==> config.mk <==
export PLATFORM = sky130hd
export DESIGN_NAME = bxp_master
export DESIGN_NICKNAME = d
export VERILOG_FILES = /design/src/rtl/bxp_pkg.sv /design/src/rtl/bxp_seq.sv /design/src/rtl/bxp_dpath.sv /design/src/rtl/bxp_master.sv
export SDC_FILE = /design/constraint.sdc
export NUM_CORES = 1
export LEC_CHECK = 0
export ABC_AREA = 1
export BUFFER_PORTS_ARGS = -buffer_cell sky130_fd_sc_hd__buf_2
export CORE_MARGIN = 10
export CORE_UTILIZATION = 40
export CTS_CLUSTER_DIAMETER = 120
export DETAILED_ROUTE_END_ITERATION = 10
export HOLD_SLACK_MARGIN = 0.12
export PLACE_DENSITY = 0.69
export SLEW_MARGIN = 20
export SYNTH_ARGS = -nofsm -noshare
export SYNTH_HDL_FRONTEND = slang
export SYNTH_SLANG_ARGS = --single-unit
==> constraint.sdc <==
create_clock -name clk -period 2.7 [get_ports clk]
set_input_delay 0.27 -clock clk [delete_from_list [all_inputs] [get_ports clk]]
set_output_delay 0.27 -clock clk [all_outputs]
set_load 0.01 [all_outputs]
==> src/rtl/bxp_pkg.sv <==
package bxp_pkg;

    typedef enum logic [1:0] {
        OP_WR_LO = 2'd0,
        OP_WR_HI = 2'd1,
        OP_RD_LO = 2'd2,
        OP_RD_HI = 2'd3
    } bxp_op_e;

    typedef enum logic [1:0] {
        PH_IDLE  = 2'd0,
        PH_LEAD  = 2'd1,
        PH_HIGH  = 2'd2,
        PH_TRAIL = 2'd3
    } bxp_phase_e;

    localparam int SUB_W = 4;

    // Offset inside the 16-address window of one register
    function automatic logic [SUB_W-1:0] sub_offset(bxp_op_e op);
        logic [SUB_W-1:0] off;
        case (op)
            OP_WR_LO: off = 4'd0;
            OP_WR_HI: off = 4'd11;
            OP_RD_LO: off = 4'd9;
            default:  off = 4'd10;
        endcase
        return off;
    endfunction

    function automatic logic op_is_read(bxp_op_e op);
        return op[1];
    endfunction

endpackage

==> src/rtl/bxp_seq.sv <==
module bxp_seq
    import bxp_pkg::*;
#(
    parameter int LEAD_TICKS  = 5,
    parameter int HIGH_TICKS  = 8,
    parameter int TRAIL_TICKS = 20
) (
    input  logic       clk,
    input  logic       rst,
    input  logic       start,
    output logic       idle,
    output logic       port_clk,
    output logic       capture
);
    localparam int MAX_T = (LEAD_TICKS > HIGH_TICKS)
                         ? ((LEAD_TICKS > TRAIL_TICKS) ? LEAD_TICKS : TRAIL_TICKS)
                         : ((HIGH_TICKS > TRAIL_TICKS) ? HIGH_TICKS : TRAIL_TICKS);
    localparam int CNT_W = $clog2(MAX_T + 1);
    localparam logic [CNT_W-1:0] LEAD_LAST  = CNT_W'(LEAD_TICKS - 1);
    localparam logic [CNT_W-1:0] HIGH_LAST  = CNT_W'(HIGH_TICKS - 1);
    localparam logic [CNT_W-1:0] TRAIL_LAST = CNT_W'(TRAIL_TICKS - 1);

    bxp_phase_e       phase;
    logic [CNT_W-1:0] cnt;
    logic             clk_q;

    always_ff @(posedge clk) begin
        if (rst) begin
            phase <= PH_IDLE;
            cnt   <= '0;
            clk_q <= 1'b0;
        end else begin
            case (phase)
                PH_IDLE: begin
                    cnt <= '0;
                    if (start) phase <= PH_LEAD;
                end
                PH_LEAD: begin
                    if (cnt == LEAD_LAST) begin
                        phase <= PH_HIGH;
                        cnt   <= '0;
                        clk_q <= 1'b1;
                    end else begin
                        cnt <= cnt + 1'b1;
                    end
                end
                PH_HIGH: begin
                    if (cnt == HIGH_LAST) begin
                        phase <= PH_TRAIL;
                        cnt   <= '0;
                        clk_q <= 1'b0;
                    end else begin
                        cnt <= cnt + 1'b1;
                    end
                end
                default: begin
                    if (cnt == TRAIL_LAST) begin
                        phase <= PH_IDLE;
                        cnt   <= '0;
                    end else begin
                        cnt <= cnt + 1'b1;
                    end
                end
            endcase
        end
    end

    assign idle     = (phase == PH_IDLE);
    assign port_clk = clk_q;
    assign capture  = (phase == PH_TRAIL) && (cnt == TRAIL_LAST);

endmodule

==> src/rtl/bxp_dpath.sv <==
module bxp_dpath
    import bxp_pkg::*;
#(
    parameter int REG_W  = 8,
    parameter int DATA_W = 16
) (
    input  logic                   clk,
    input  logic                   rst,
    input  logic                   load,
    input  bxp_op_e                op,
    input  logic [REG_W-1:0]       reg_idx,
    input  logic [DATA_W-1:0]      wdata,
    input  logic                   capture,
    input  logic [DATA_W-1:0]      port_din,
    output logic [REG_W+SUB_W-1:0] port_addr,
    output logic [DATA_W-1:0]      port_dout,
    output logic [DATA_W-1:0]      rdata,
    output logic                   ack
);
    logic [REG_W+SUB_W-1:0] addr_q;
    logic [DATA_W-1:0]      dout_q;
    logic [DATA_W-1:0]      rdata_q;
    logic                   rd_q;
    logic                   ack_q;

    always_ff @(posedge clk) begin
        if (rst) begin
            addr_q  <= '0;
            dout_q  <= '0;
            rd_q    <= 1'b0;
        end else if (load) begin
            addr_q  <= {reg_idx, sub_offset(op)};
            dout_q  <= wdata;
            rd_q    <= op_is_read(op);
        end
    end

    always_ff @(posedge clk) begin
        if (rst) begin
            rdata_q <= '0;
            ack_q   <= 1'b0;
        end else begin
            ack_q <= capture;
            if (capture) rdata_q <= rd_q ? port_din : '0;
        end
    end

    assign port_addr = addr_q;
    assign port_dout = dout_q;
    assign rdata     = rdata_q;
    assign ack       = ack_q;

endmodule

==> src/rtl/bxp_master.sv <==
module bxp_master
    import bxp_pkg::*;
#(
    parameter int REG_W       = 8,
    parameter int DATA_W      = 16,
    parameter int LEAD_TICKS  = 5,
    parameter int HIGH_TICKS  = 8,
    parameter int TRAIL_TICKS = 20
) (
    input  logic                     clk,
    input  logic                     rst,
    input  logic                     host_req,
    input  logic [1:0]               host_op,
    input  logic [REG_W-1:0]         host_reg,
    input  logic [DATA_W-1:0]        host_wdata,
    output logic                     host_ack,
    output logic [DATA_W-1:0]        host_rdata,
    output logic                     bx_clk,
    output logic [REG_W+SUB_W-1:0]   bx_addr,
    output logic [DATA_W-1:0]        bx_dout,
    input  logic [DATA_W-1:0]        bx_din
);
    logic idle;
    logic start;
    logic capture;

    assign start = host_req && idle;

    bxp_seq #(
        .LEAD_TICKS (LEAD_TICKS),
        .HIGH_TICKS (HIGH_TICKS),
        .TRAIL_TICKS(TRAIL_TICKS)
    ) u_seq (
        .clk     (clk),
        .rst     (rst),
        .start   (start),
        .idle    (idle),
        .port_clk(bx_clk),
        .capture (capture)
    );

    bxp_dpath #(
        .REG_W (REG_W),
        .DATA_W(DATA_W)
    ) u_dpath (
        .clk      (clk),
        .rst      (rst),
        .load     (start),
        .op       (bxp_op_e'(host_op)),
        .reg_idx  (host_reg),
        .wdata    (host_wdata),
        .capture  (capture),
        .port_din (bx_din),
        .port_addr(bx_addr),
        .port_dout(bx_dout),
        .rdata    (host_rdata),
        .ack      (host_ack)
    );

endmodule

# Word-level counts from Yosys, hierarchy flattened
# Index checks and enable logic that the tools add are counted.
# word_totals
out_inout_bits,46
wordCells,42
regBits,54
# classes
muxes,14
addsub,1
n_eq_ne,11
reduce_logical,8
# ops
op,count
16-bit 2-to-1 mux,1
5-bit 2-to-1 mux,3
5-bit case mux with 3 select lines,1
4-bit case mux with 3 select lines,1
5-bit by 3-bit equality test with 1-bit output (second input constant),2
2-bit 2-to-1 mux,4
2-bit equality test (second input constant),3
2-bit by 1-bit inequality test with 1-bit output (second input constant),3
2-bit case mux with 3 select lines,1
5-bit by 1-bit adder with 5-bit output (second input constant),1
5-bit equality test (second input constant),1
2-bit by 1-bit equality test with 1-bit output (second input constant),2
2-bit zero test,2
4-bit AND reduction,1
4-bit nonzero test,1
3-bit AND reduction,1
1-bit logical AND,2
1-bit 2-to-1 mux,2
1-bit case mux with 2 select lines,1
2-bit nonzero test,1

# Longest topological paths before layout
# Gate-level depths: netlist (run 1).
# depth
ltp_word,4
depth_mapped,11
mapped_depth_nobuf,11

# Hierarchy
# From an unflattened synthesis (run 1), not the netlist that was laid out.
# unflattened
cells_unflattened,288
area_unflattened_um2,2274.7
# by_module_without_submodules
module,area_per_inst_um2,cells_per_inst,instances
bxp_dpath,1691.6,205,1
bxp_seq,575.6,81,1
bxp_master,7.5,2,1

# Least setup slack after synthesis (run 1)
# OpenSTA, ideal clock, no wires.
# synth_timing
kind,flip-flop to flip-flop
from,register u_seq.phase[0]
to,register u_dpath.rd_q
setup_ps,119
slack_ps,1391
path_stages_with_launch,8
n_path_buf,1
arrival_ps,1189
synth_period_minus_slack_ps,1309
cell_sequence,dfxtp_1 inv_1 ha_1 nand2_1 inv_2 buf_2 o21ai_1 a21oi_1
# synth_via
elab_chain_len,2
# synth_rtl
item,line_no,text
from (decl),bxp_seq.sv:23,bxp_phase_e phase;
from (signal assigned),bxp_seq.sv:29,phase <= PH_IDLE;
from (signal assigned),bxp_seq.sv:36,if (start) phase <= PH_LEAD;
from (signal assigned),bxp_seq.sv:40,phase <= PH_HIGH;
2-bit zero test,bxp_seq.sv:68,assign idle = (phase == PH_IDLE);
1-bit logical AND,bxp_master.sv:27,assign start = host_req && idle;
to (signal assigned),bxp_dpath.sv:34,rd_q <= op_is_read(op);
to (decl),bxp_dpath.sv:23,logic rd_q;
# No other way between the ends.
# A chain may end at the register's enable or synchronous reset.

# Worst setup path after layout (run 1)
# layout_timing
from,register u_seq.phase[0]
to,"register u_dpath.addr_q[3], in the netlist u_dpath.port_addr[3]"
# layout_via
elab_chain_len,2
# layout_rtl
item,line_no,text
2-bit zero test,bxp_seq.sv:68,
1-bit logical AND,bxp_master.sv:27,
to (signal assigned),bxp_dpath.sv:32,"addr_q <= {reg_idx, sub_offset(op)};"
to (decl),bxp_dpath.sv:20,logic [REG_W+SUB_W-1:0] addr_q;
# No other way between the ends.

==> flow_summary.ini, run 1 <==
[status]
outcome = completed

[setup_path]
critical_path_arrival_ps = 1880
cp-end-kind = flip-flop
critPathRequiredTime_ps = 2890
path_class = flip-flop to flip-flop
worstPathMaxFanout = 30
start_kind = flip-flop

[timing]
relSlewSlack = 0.6032
setup_violations = 0
rsz0062_at_grt = no
drv_slew = 0
hold_viol_final = 0
finalCritPeriodShare = 0.6260
timing.fmax_ghz = 0.5916
setup_tns_ps = 0
skew_ps = 6.554
min_period_ps = 1690
worstMarginPinSlew_ps = 594.4

[power]
p_leak_nw = 1.434
ir_drop_uv = 309.2
p_per_area_nw_per_um2 = 816.7

[global_routing]
grt_pass1_wl_um = 9018
grt_pass1_vias = 1994
antenna_found_initial = 0
gr-usage-all-layers = 0.1255
gr-total-overflow = 0
grt_max_degree = 31

[clock_network]
clock-sinks = 53
cts-root-buf = clkbuf_8
cts_resized = 0
clk_latency_ps = 310
cts_tree = yes
holdBufCountCts = 0
cts_setup_buffers = 0
numCtsBuffers = 5
cts_buffer_depth = 2
htreeDepth = 2
clkTransAtPathRegs_ps = 100

[worst_hold_path]
hp-class = input pin to flip-flop

[detailed_routing]
viasPerCell = 4.626
drtIter0Drc = 59
dr.pass1.iters = 4
drc = 0
drtAntennaViolNets = 0
wire_per_inst_um = 12.82
vias = 1994
routed_wl_um = 5527

[die]
dieWidth_um = 93.65
die-area_um2 = 8769
start_util = 0.4194
row_count = 26
core-area_um2 = 5172
ios = 91
die_height_um = 93.65

[yosys]
synth_top_area_cell = dfxtp_1
yosysTopAreaCellShare = 0.4890
synth_area_per_cell_um2 = 7.861
synthMostInstantiatedCell = nor2_1
synthFlopType = dfxtp_1
synthTopCellsByArea = dfxtp_1, nor2_1, nand3_1
ys_types = 25
synth.net_count = 331
synth-warning-count = 0
async_reset_ff_frac = 0
synth-edff-count = 0
yosys_register_bits = 53
seq_area_frac_synth = 0.4890
synth_commonest_cells = nor2_1, dfxtp_1, nand3_1
netlist_instances = 276
synthesis.area_um2 = 2170

[final_layout]
area_growth_syn_to_layout_pct = 25.61
drive_gt1_frac = 0.3019
final_nets = 415
stdcell_area_um2 = 2725
antenna_cells = 0
final_util = 0.5269

[place]
dp_hpwl_um = 4200
gp_congestion = 0.8172
dpl_cell_area_um2 = 2635
port_buffers = 89

[run]
max_cap_violations = 0
[area by class of cell]
type / instances / area, µm²
tap: 70 / 87.58
timing repair buffer: 91 / 460.4
inverter: 19 / 71.32
sequential: 53 / 1061
fill: 535 / 2447
clock inverter: 3 / 21.27
multi-input combinational: 190 / 954.7
clock buffer: 5 / 68.82
[final timing paths]
path / from / to / slack, ps / cells past startpoint
min reg2reg: u_seq.cnt[0] / u_seq.cnt[0] / 470 / 1
max reg2reg: u_seq.phase[0] / u_dpath.port_addr[3] / 1010 / 7
max: u_seq.phase[0] / u_dpath.port_addr[3] / 1010 / 7
min: bx_din[9] / u_dpath.rdata[9] / 170 / 3
[metrics by stage]
stage | power [mW] | cells | hold slack [ps] | setup WS, ps
after floorplan | 1.555 | 276 | 339.1 | 1391
after global placement | 1.776 | 423 | 446.5 | 1061
after detailed placement | 1.800 | 423 | 456.3 | 997.9
after CTS | 2.252 | 431 | 172.4 | 987.5
after global routing | 2.410 | 431 | 162.0 | 820.4
final | 2.226 | 431 | 172.8 | 1010
[cell families (layout without fill, tap and decap cells)]
family                   Yosys count  count (layout)  synth area share
AO/OA/AOI/OAI                     38              38           0.08881
XOR/XNOR                           2               2          0.008075
adder cells (fa/ha/maj)           10              10           0.05767
buffers and inverters             33             118           0.07093
flip-flops                        53              53            0.4890
other                              1               1          0.001728
AND/OR/NAND/NOR                  139             139            0.2837
[power by group]
group	switching, mW	internal (mW)	total (mW)	leakage (nW)
combinational	0.484	0.289	0.772	0.955
clock	0.274	0.185	0.459	0.0445
sequential	0.0846	0.910	0.994	0.434
total	0.843	1.38	2.23	1.43
[layout by cell type (no fill, tap or decap), drive strengths merged, types with 2 or more instances in the layout]
cell type / count
a21oi: 5
buf: 91
clkbuf: 5
clkinv: 2
dfxtp: 53
ha: 10
inv: 19
nand2: 35
nand3: 36
nor2: 65
nor3: 2
o21ai: 32
xor2: 2
[layer usage]
| metal | share of wire | track usage | up-vias |
|---|---|---|---|
| li1 | - | - | 1047 |
| met1 | 0.41 | 0.1344 | 888 |
| met2 | 0.48 | 0.2146 | 54 |
| met3 | 0.091 | 0.05995 | 5 |
| met4 | 0.013 | 0.03797 | 0 |
| met5 | 0 | 0 | - |
[flip-flops by register name, indices dropped and copies added (netlist names)]
| name | cells |
|---|---|
| u_dpath.port_addr | 11 |
| u_seq.port_clk | 1 |
| u_dpath.port_dout | 16 |
| u_dpath.ack | 1 |
| u_seq.phase | 2 |
| u_dpath.rd_q | 1 |
| u_dpath.rdata | 16 |
| u_seq.cnt | 5 |
[worst max-delay path, stage by stage (launching register included)]
cell and delay [ps]:
dfxtp_1 420, inv_1 90, ha_1 210, nand2_1 60, buf_4 280, inv_2 270
o21ai_1 200, a21oi_1 60
(Power assumes the default switching activity.)
==> inputs of run 2 (changes only) <==
==> constraint.sdc (replaced) <==
create_clock -name clk -period 1.65 [get_ports clk]
set_input_delay 0.165 -clock clk [delete_from_list [all_inputs] [get_ports clk]]
set_output_delay 0.165 -clock clk [all_outputs]
set_load 0.01 [all_outputs]
==> run 2 against run 1 <==
  * Die area unchanged
  * Critical path type unchanged
  * Register-to-register slack got worse by 800 ps
  * Cell count increased by 9.5%
  * Sequential cell count unchanged
  * Via count increased by 6.8%
  * Combinational power increased by 74%
  * Clock skew decreased by 1.4 ps
  * Critical path depth increased by 4
  * Clock power increased by 53%
==> flow_summary.ini, run 2 (synthesis results as in run 1) <==
[timing]
min_period_ps = 1445
skew_ps = 5.118
relSlewSlack = 0.6055
setup_violations = 0
finalCritPeriodShare = 0.8755
hold_viol_final = 0
drv_slew = 0
worstMarginPinSlew_ps = 590.9
worst_hold_slack_ps = 160.7
rsz0062_at_grt = no
timing.fmax_ghz = 0.6922
setup_tns_ps = 0

[detailed_routing]
drtAntennaViolNets = 0
drc = 0
drtIter0Drc = 102
viasPerCell = 4.513
routed_wl_um = 6100
vias = 2130
wire_per_inst_um = 12.92
dr.pass1.iters = 4

[clock_network]
clock-sinks = 53
numCtsBuffers = 5
cts_tree = yes
htreeDepth = 2
clk_latency_ps = 300
cts-root-buf = clkbuf_8
clkTransAtPathRegs_ps = 80
cts_setup_buffers = 0
cts_buffer_depth = 2

[final_layout]
antenna_cells = 0
layout_commonest_cell = buf_2
drive_gt1_frac = 0.2687
area_growth_syn_to_layout_pct = 44.69
post_layout_nonfiller_instances = 472
final_nets = 456
layout_common_cells = buf_2, nor2_1, dfxtp_1
final_util = 0.6069

[power]
pwr-share-seq = 0.444
p_leak_nw = 1.604
intPower_mw = 2.325
p_per_area_nw_per_um2 = 1170
p_sw_mw = 1.347
clockPowerShare = 0.191
switching_share = 0.3668
ir_drop_uv = 472.5
power_frac_comb = 0.366

[setup_path]
cp-end-kind = flip-flop
reg2reg_from = u_seq.phase[0]
start_kind = flip-flop
critPathRequiredTime_ps = 1890
startpoint = u_seq.phase[0]
path_class = flip-flop to flip-flop
worstPathMaxFanout = 5
critical_path_arrival_ps = 1690

[die]
die_height_um = 93.65
ios = 91
core-area_um2 = 5172
start_util = 0.4194
die-area_um2 = 8769
dieWidth_um = 93.65
row_count = 26

[global_routing]
grt_pass1_wl_um = 10450
gr-usage-all-layers = 0.1443
grt_use_met1 = 0.1590
grt_use_met2 = 0.2604
busiest_layer = met2
gr-total-overflow = 0
antenna_found_initial = 0
grt_pass1_vias = 2189
grt_max_degree = 35
use_met3 = 0.04556

[run]
max_cap_violations = 0

[place]
dp_hpwl_um = 4155
gp_congestion = 0.8049
dp_cells = 424
port_buffers = 89

[status]
outcome = completed

[worst_hold_path]
hp-class = input pin to flip-flop
min-delay-start = rst
run 2: power by group through the flow:
stage                     clock network, mW  logic, mW  registers (mW)
after floorplan                           0      0.839            1.71
after global placement                    0       1.26            1.65
after detailed placement                  0       1.28            1.66
after CTS                             0.731       1.35            1.63
after global routing                  0.786       1.53            1.66
final                                 0.700       1.34            1.63
run 2: what timing repair did:
action | 4_1_cts | 5_1_grt
hold buffers | 40 | 0
resized for setup | 0 | 0
endpoints found under the hold margin | 40 | 0
endpoints found under the setup margin | 0 | 0
run 2: layout make-up:
type,count,area (µm²)
tap,70,87.58
fill,457,2033
sequential,53,1061
inverter,19,71.32
clock inverter,1,7.507
clock buffer,7,76.32
multi-input combinational,190,954.7
timing repair buffer,132,880.8
run 2: worst paths after layout:
kind	end	slack, ps	cells past startpoint
max	u_seq.phase[1]	210	11
min	u_seq.port_clk	160	2
min reg2reg	u_seq.cnt[0]	470	1
max reg2reg	u_seq.phase[1]	210	11
run 2: critical path: stages, from the launching register on:
cell and delay (ps):
dfxtp_1 410, inv_1 80, ha_1 230, inv_1 100, nand2_1 70, nor2_1 120
nand2_1 70, nand2_1 80, nor2_1 50, nand2_1 60, nand2_1 50, nor2_1 70
run 2: per-layer routing:
metal,wire length (µm),vias to the layer above
met5,0,-
met4,64,0
met3,380,5
met2,3135,57
met1,2519,938
li1,-,1130
run 2: through the flow:
step | worst slack (ps) | area (µm²) | power [mW]
2_1_floorplan | 341.4 | 2170 | 2.545
3_3_place_gp | 281.8 | 2655 | 2.908
3_5_place_dp | 209.0 | 2655 | 2.939
4_1_cts | 194.0 | 3139 | 3.716
5_1_grt | 55.72 | 3139 | 3.975
6_report | 205.4 | 3139 | 3.672
==> inputs of run 3 (changes only) <==
==> constraint.sdc (replaced) <==
create_clock -name clk -period 1.4 [get_ports clk]
set_input_delay 0.14 -clock clk [delete_from_list [all_inputs] [get_ports clk]]
set_output_delay 0.14 -clock clk [all_outputs]
set_load 0.01 [all_outputs]
==> run 3 against run 2 <==
  * Clock power is 79% higher
  * Sequential power is 21% higher
  * Combinational power is 40% higher
  * Total power is 38% higher
  * Register-to-register slack worse by 140 ps
  * Fmax is 8.6% higher
  * Sequential share of layout area is 1.6 points lower
  * Cell count is 1.3% higher
  * Worst setup slack worse by 140 ps
  * Die area stayed put
==> flow_summary.ini, run 3 (synthesis results as in run 1) <==
[setup_path]
r2r_cells = 10
path_class = flip-flop to flip-flop
critPathRequiredTime_ps = 1600
cp-end-kind = flip-flop
start_kind = flip-flop
critical_path_arrival_ps = 1530
worstPathMaxFanout = 5

[die]
start_util = 0.4194
row_count = 26
core-area_um2 = 5172
ios = 91
die-area_um2 = 8769
die_height_um = 93.65
dieWidth_um = 93.65

[clock_network]
clkTransAtPathRegs_ps = 100
htreeDepth = 2
cts_buffer_depth = 2
clock-sinks = 53
clk_latency_ps = 310
numCtsBuffers = 5
cts_tree = yes
cts-root-buf = clkbuf_8

[final_layout]
layout_common_cells = buf_2, nor2_1, dfxtp_1
area_growth_syn_to_layout_pct = 54.15
final_nets = 462
antenna_cells = 0
drive_gt1_frac = 0.3456
nFillCells = 451
layout_commonest_cell = buf_2
post_layout_nonfiller_instances = 478

[timing]
relSlewSlack = 0.5910
setup_violations = 0
drv_slew = 0
rsz0062_at_grt = yes
hold_viol_final = 0
finalCritPeriodShare = 0.9500
worstMarginPinSlew_ps = 612.7
min_period_ps = 1330
timing.fmax_ghz = 0.7519
skew_ps = 4.665
setup_ws_ps = 70.00

[worst_hold_path]
hold_depth = 3
hp-class = input pin to flip-flop

[power]
p_sw_mw = 1.804
pwr-share-seq = 0.387
intPower_mw = 3.282
power_frac_comb = 0.368
p_per_area_nw_per_um2 = 1521
p_leak_nw = 1.664
switching_share = 0.3547
ir_drop_uv = 765.8
clockPowerShare = 0.245

[place]
gp_congestion = 0.8742
dp_cells = 426
post-place-ws_ps = -10.73
dp_hpwl_um = 4244
port_buffers = 89

[detailed_routing]
dr.pass1.iters = 4
drtAntennaViolNets = 0
wire_per_inst_um = 13.75
drtIter0Drc = 90
m1WireLength_um = 2711
route.met2.wl_um = 3278
dr.max_layer_used = met4
viasPerCell = 4.615
vias = 2206
routed_wl_um = 6572
met3WireLength_um = 420
drc = 0

[global_routing]
gr-total-overflow = 0
antenna_found_initial = 0
grt_pass1_wl_um = 10450
grt_max_degree = 31
gr-usage-all-layers = 0.1456
grt_pass1_vias = 2230

[status]
outcome = completed

[run]
max_cap_violations = 0
-- run 3: changes by cell type in the layout (fill, tap and decap cells not counted), sizes merged --
cell	change
nor2	+1
clkinv	-1
clkinvlp	-1
clkbuf	-2
bufinv	+2
inv	+2
buf	+4
dlygate4sd3	+1
-- run 3: per-layer routing --
layer  track usage  vias to the layer above
li1              -                     1145
met4       0.06456                        0
met3       0.04476                       15
met5             0                        -
met2        0.2610                       68
met1        0.1528                      978
-- run 3: final timing paths --
check / startpoint / end / slack (ps)
max: u_seq.phase[1] / u_seq.phase[0] / 70
min: host_op[1] / u_dpath.rd_q / 130
max reg2reg: u_seq.phase[1] / u_seq.phase[0] / 70
min reg2reg: u_dpath.rdata[13] / u_dpath.rdata[13] / 470
-- run 3: power by group through the flow --
stage | logic [mW] | registers [mW] | clock network (mW)
finish | 1.87 | 1.97 | 1.25
global route | 2.10 | 2.00 | 1.33
CTS | 1.65 | 1.92 | 1.27
detailed placement | 1.55 | 1.95 | 0
global placement | 1.51 | 1.94 | 0
floorplan | 0.989 | 2.01 | 0
-- run 3: per-stage QoR --
step	power, mW	cell area, µm²	utilization	hold WS (ps)	TNS, ps
global placement	3.454	2658	0.5138	356.7	0
floorplan	3.000	2170	-	209.1	0
finish	5.085	3344	0.6466	127.7	0
global route	5.433	3344	0.6466	133.9	-53.07
CTS	4.840	3209	0.6205	127.3	0
detailed placement	3.503	2658	0.5138	362.3	-10.73
-- run 3: timing repair --
item / CTS / global route
setup buffers: 0 / 2
gates resized for setup: 3 / 38
hold endpoints to repair: 41 / 0
pin swaps: 0 / 9
hold buffers: 41 / 0
gates cloned: 0 / 1
setup endpoints to repair: 5 / 49
-- run 3: layout make-up --
cell class / instances / area, µm² / area share
Sequential cell: 53 / 1076 / 0.3217
Multi-Input combinational cell: 191 / 1049 / 0.3135
Timing Repair Buffer: 137 / 915.9 / 0.2738
Tap cell: 70 / 87.58 / 0.02619
Inverter: 19 / 78.83 / 0.02357
Clock buffer: 5 / 68.82 / 0.02058
Clock inverter: 3 / 68.82 / 0.02058
-- run 3: critical path, stage by stage, from the launching register on --
cell and delay (ps):
dfxtp_4 410, inv_4 50, ha_4 160, inv_2 60, nand2_2 60, nor2_1 140
nand2_1 80, nand2_2 90, nor2_1 40, nand2_1 80, a21oi_2 60
